--- src/rtl/shared_cmp_timer.sv ---
module shared_cmp_timer #(
  parameter int NUM_PROCS = 2,
  parameter int NUM_SRCS  = 32,
  parameter int NUM_PINS  = 8,
  localparam int SEL_W = (NUM_PROCS > 1) ? $clog2(NUM_PROCS) : 1,
  localparam int PIN_W = (NUM_PINS > 1) ? $clog2(NUM_PINS) : 1
) (
  input  logic                          clk,
  input  logic                          rst_n,
  input  logic [SEL_W-1:0]              cpu_sel,
  input  logic [3:0]                    addr,
  input  logic                          wr_en,
  input  logic [31:0]                   wr_data,
  output logic [31:0]                   rd_data,
  output logic [NUM_PROCS-1:0]          cmp_pend,
  output logic [NUM_PROCS*NUM_PINS-1:0] pin_req
);
  localparam logic [3:0] A_CFG = 4'd0, A_CNT = 4'd1, A_CNTH = 4'd2, A_CMP = 4'd3,
                         A_MAP = 4'd4, A_MSET = 4'd5, A_MCLR = 4'd6, A_STAT = 4'd7,
                         A_UCNT = 4'd8, A_UCNTH = 4'd9;
  localparam int STOP_BIT = 24;
  localparam logic [7:0] PROC_FLD = 8'(NUM_PROCS);
  localparam logic [7:0] SRC_FLD  = 8'(NUM_SRCS / 8 - 1);

  logic [31:0]      count_q;
  logic             stop_q;
  logic [31:0]      cnt_inc;
  logic [31:0]      cmp_q   [NUM_PROCS];
  logic [PIN_W-1:0] pin_q   [NUM_PROCS];
  logic [NUM_PROCS-1:0] pend_q, mask_q, route_q;

  assign cnt_inc  = count_q + 32'd1;
  assign cmp_pend = pend_q;

  always_ff @(posedge clk or negedge rst_n) begin
    if (!rst_n) begin
      count_q <= '0;
      stop_q  <= 1'b0;
    end else begin
      if (wr_en && addr == A_CFG) stop_q <= wr_data[STOP_BIT];
      if (!stop_q)                         count_q <= cnt_inc;
      else if (wr_en && addr == A_CNT)     count_q <= wr_data;
    end
  end

  for (genvar p = 0; p < NUM_PROCS; p++) begin : g_proc
    logic sel_p;
    assign sel_p = wr_en && (cpu_sel == SEL_W'(p));

    always_ff @(posedge clk or negedge rst_n) begin
      if (!rst_n) begin
        cmp_q[p]   <= '1;
        pend_q[p]  <= 1'b0;
        mask_q[p]  <= 1'b1;
        route_q[p] <= 1'b1;
        pin_q[p]   <= '0;
      end else begin
        if (sel_p && addr == A_CMP) begin
          cmp_q[p]  <= wr_data;
          pend_q[p] <= 1'b0;
        end else if (!stop_q && cnt_inc == cmp_q[p]) begin
          pend_q[p] <= 1'b1;
        end
        if (sel_p && addr == A_MAP) begin
          route_q[p] <= wr_data[31];
          pin_q[p]   <= wr_data[PIN_W-1:0];
        end
        if (sel_p && addr == A_MSET && wr_data[0]) mask_q[p] <= 1'b1;
        if (sel_p && addr == A_MCLR && wr_data[0]) mask_q[p] <= 1'b0;
      end
    end

    assign pin_req[p*NUM_PINS +: NUM_PINS] =
      (pend_q[p] && mask_q[p] && route_q[p]) ? (NUM_PINS'(1) << pin_q[p]) : '0;


    pend_rise_chk: assert property (@(posedge clk) disable iff (!rst_n)
      $rose(pend_q[p]) |-> ($past(!stop_q) && count_q == cmp_q[p]));

    cmp_wr_clear_chk: assert property (@(posedge clk) disable iff (!rst_n)
      (wr_en && addr == A_CMP && cpu_sel == SEL_W'(p)) |=> !cmp_pend[p]);

    one_pin_chk: assert property (@(posedge clk) disable iff (!rst_n)
      $onehot0(pin_req[p*NUM_PINS +: NUM_PINS]));
  end

  always_comb begin
    rd_data = '0;
    case (addr)
      A_CFG:          rd_data = {7'd0, stop_q, 8'd0, SRC_FLD, PROC_FLD};
      A_CNT, A_UCNT:  rd_data = count_q;
      A_CMP:          rd_data = cmp_q[cpu_sel];
      A_MAP:          rd_data = {route_q[cpu_sel], {(31-PIN_W){1'b0}}, pin_q[cpu_sel]};
      A_STAT:         rd_data = {30'd0, mask_q[cpu_sel], pend_q[cpu_sel]};
      default:        rd_data = '0;
    endcase
  end


  run_step_chk: assert property (@(posedge clk) disable iff (!rst_n)
    !stop_q |=> count_q == $past(count_q) + 32'd1);

  stop_hold_chk: assert property (@(posedge clk) disable iff (!rst_n)
    (stop_q && !(wr_en && addr == A_CNT)) |=> $stable(count_q));

  run_wr_ignore_chk: assert property (@(posedge clk) disable iff (!rst_n)
    (!stop_q && wr_en && addr == A_CNT) |=> count_q == $past(count_q) + 32'd1);
endmodule

--- config.mk ---
export PLATFORM = sky130hd
export DESIGN_NAME = shared_cmp_timer
export DESIGN_NICKNAME = d
export VERILOG_FILES = /design/src/rtl/shared_cmp_timer.sv
export SDC_FILE = /design/constraint.sdc
export NUM_CORES = 1
export LEC_CHECK = 0
export BUFFER_PORTS_ARGS = -buffer_cell sky130_fd_sc_hd__buf_2
export CAP_MARGIN = 20
export CORE_MARGIN = 2
export CORE_UTILIZATION = 50
export CTS_CLUSTER_SIZE = 16
export DETAILED_ROUTE_END_ITERATION = 8
export GPL_ROUTABILITY_DRIVEN = 0
export PLACE_DENSITY = 0.73
export SKIP_LAST_GASP = 1
export SLEW_MARGIN = 0
export SYNTH_ARGS = -nofsm -noshare
export SYNTH_HDL_FRONTEND = slang
export SYNTH_SLANG_ARGS = --single-unit
--- constraint.sdc ---
create_clock -name clk -period 8.2 [get_ports clk]
set_input_delay 0.82 -clock clk [delete_from_list [all_inputs] [get_ports clk]]
set_output_delay 0.82 -clock clk [all_outputs]
set_load 0.01 [all_outputs]
==> flow_summary.yaml <==
outcome:
  outcome: "finished clean"
critical_path:
  crit_buf_inv: 0
  reg2reg_to: "cmp_pend[1]"
  r2r_slack_ns: 4.42
  cp_top_family: "simple AND/OR/NAND/NOR gates"
  crit_end: "cmp_pend[1]"
  cp.arrival_ns: 4.05
  reg2reg_depth: 8
  path_class: "reg -> reg"
  regToRegStartpoint: "count_q[0]"
  start_kind: "flop"
  cp.depth: 8
  max_stage_delay_ns: 0.63
  path_cells: "ha_1, nand4_2, nor4_4, and2_1, mux2_2, a2111oi_0, nand4_1, o31ai_1"
  required_ns: 8.47
  end_kind: "flop"
  crit_fanout: 11
  slowest_stage: "nor4_4"
  critPathLaunch: "count_q[0]"
pwr:
  powerDensity_mw_per_mm2: 263.0
  p_comb_share_pct: 37.5
  seq_power_share_pct: 43.0
  p_sw_uw: 929.9
  clkPwrFrac_pct: 19.5
  power_mw: 2.291
  intPower_mw: 1.361
  total_leakage_power_nw: 3.574
  switching_share_pct: 40.59
  peakVddDrop_mv: 0.1169
synthesis:
  synthArstFlopShare_pct: 100.0
  synth_seq_cells: 109
  syn_area_per_cell_um2: 9.226
  synth_edf_count: 0
  yosysSeqAreaShare_pct: 35.61
  syn-num-nets: 897
  yosysUniqueCellTypes: 75
  syn_area_mm2: 0.007898
  synth_cells: 856
  synth_ff_type: "dfstp_2"
  ys_warn_count: 0
hold_path:
  hp-class: "in -> async"
grt:
  grt_usage_pct: 27.99
  antenna_found_initial: 0
  grt_pass1_vias: 6417
  grt.overflow.total: 0
  grt_max_degree: 65
  grt_pass1_wl_um: 36130
timing:
  rsz0062_at_grt: "no"
  slew_violations: 0
  hold_slack_ns: 0.4507
  tightest_slew_ns: 1.175
  fin_crit_ns: 3.785
  timing.final.ws_setup_ns: 4.415
  tns_ns: 0
  finalCritPeriodShare_pct: 46.16
  slew_headroom_pct: 21.39
  hold_viol: 0
  setup_violations: 0
  clock_skew_ns: 0.01167
  fmax_ghz: 0.2642
die:
  die_h_um: 129.7
  initial_utilization_pct: 51.57
  io_pins: 90
  num_rows: 45
  core_region_area_mm2: 0.01531
  die_w_um: 129.7
  die_area_mm2: 0.01682
run:
  max-cap-violations: 0
route:
  viasPerCell: 6.281
  first_pass_iters: 6
  wl_per_cell_um: 20.75
  vias: 6984
  first_iter_violations: 850
  drc: 0
  drt-total-wl_um: 23080
  drtAntennaViolNets: 0
placed_design:
  pre_cts_ws_ns: 4.486
  port_buffers: 89
  placed_cells: 1094
  place_hpwl_um: 16150
clocking:
  cts.sinks: 109
  clock_tree.buffer_depth: 2
  cts_setup_buffers: 0
  cts_tree: "done"
  clkTransAtPathRegs_ns: 0.07
  numCtsBuffers: 9
  htree_levels: 3
  cts_resized: 0
  cts_hold_buf: 0
  clk-insertion-delay-late_ns: 0.36
  cts_root_buffer: "clkbuf_16"
layout:
  fin_cells: 1112
  drive_gt1_share_pct: 30.97
  syn_to_final_growth_pct: 10.31
  final_nets: 937
  diodes: 0
power groups by stage:
stage | Sequential (mW) | Clock (mW) | Combinational [mW]
floorplan | 0.810 | 0 | 0.772
global placement | 0.979 | 0 | 0.828
detailed placement | 0.984 | 0 | 0.834
CTS | 0.975 | 0.456 | 0.842
global route | 1.01 | 0.477 | 0.928
finish | 0.985 | 0.447 | 0.858
metrics by stage:
stage	cell area [µm²]	utilization, %
finish	8712	56.89
global placement	8396	54.82
detailed placement	8396	54.82
CTS	8685	56.71
floorplan	7898	-
global route	8712	56.89
layout by cell type, fill, tap and decap left out, drive strengths merged, types with 7 or more instances in the layout:
cell    instances
dfstp          68
xnor2          51
nor2           52
nand2         107
xor2           18
o21ai          58
clkbuf         15
mux2i          29
inv            17
and3           11
nand4          26
nor3           19
a22oi           9
buf            98
mux2           72
a31oi          13
nor4           17
a21oi          23
nand2b          9
nand3          22
nor2b           8
dfrtp          41
o22ai           7
metal layers:
layer | share of wire (%) | GRT usage, % | vias to the layer above
met4 | 2.8 | 9.488 | 0
met1 | 43 | 39.46 | 3365
met2 | 44 | 42.50 | 379
met5 | 0 | 0 | -
li1 | - | - | 3184
met3 | 9.3 | 6.565 | 56
worst reg2reg max path, cell delays in order (launching register included):
cell       delay [ns]
dfrtp_1          0.61
ha_1             0.38
nand4_2          0.44
nor4_4           0.63
and2_1           0.29
mux2_2           0.35
a2111oi_0        0.55
nand4_1          0.15
o31ai_1          0.29
synth_stat cells, drive strengths merged (6+ instances only):
cell	n	area (µm²)
nor2b	8	50.05
nand2b	9	56.30
a22oi	9	67.56
a21oi	23	115.1
nor2	52	200.2
dfstp	68	1787
nand4	26	181.4
o21ai	58	290.3
and3	11	68.82
or3	6	37.54
clkbuf	49	183.9
mux2	72	810.8
o211ai	6	45.04
buf	21	110.1
a31oi	13	81.33
xor2	18	157.7
a211oi	6	45.04
o22ai	7	50.05
xnor2	51	446.7
nor3	19	106.4
nand3	22	145.1
nor4	17	185.2
and2	6	37.54
nand2	107	401.6
xnor3	6	135.1
mux2i	29	290.3
a221oi	6	52.55
inv	17	63.81
dfrtp	41	1026
state kept, by name, summed over array words and instances, names as in the netlist:
register,count
cmp_q,64
mask_q,2
pin_q,6
stop_q,1
cmp_pend,2
route_q,2
count_q,32
cell type report:
type,count,area (µm²)
well taps,211,264.0
fillers,1452,6603
repair buffers,99,535.5
clock inverters,2,35.03
flip-flops and latches,109,2813
inverters,17,63.81
clock buffers,14,254.0
multi-input cells,660,4747
kinds of logic after synthesis:
family | count (synthesis) | synth area share, %
adders and majority gates | 2 | 0.2852
DFF | 109 | 35.61
and+or+nand+nor | 305 | 20.93
muxes | 101 | 13.94
xor gates and xnor gates | 77 | 9.965
buffers and inverters | 87 | 4.531
AOI/OAI and AO/OA | 175 | 14.73
worst min-delay path by stage:
stage / from / end / depth (start not counted)
final: rst_n / count_q[23] / 1
after global routing: rst_n / count_q[25] / 1
after CTS: rst_n / count_q[23] / 1
after detailed placement: cmp_q[53] / cmp_q[53] / 2
after global placement: cmp_q[53] / cmp_q[53] / 2
after floorplan: cmp_q[53] / cmp_q[53] / 2
No activity file was read; power rests on OpenSTA's default activity.
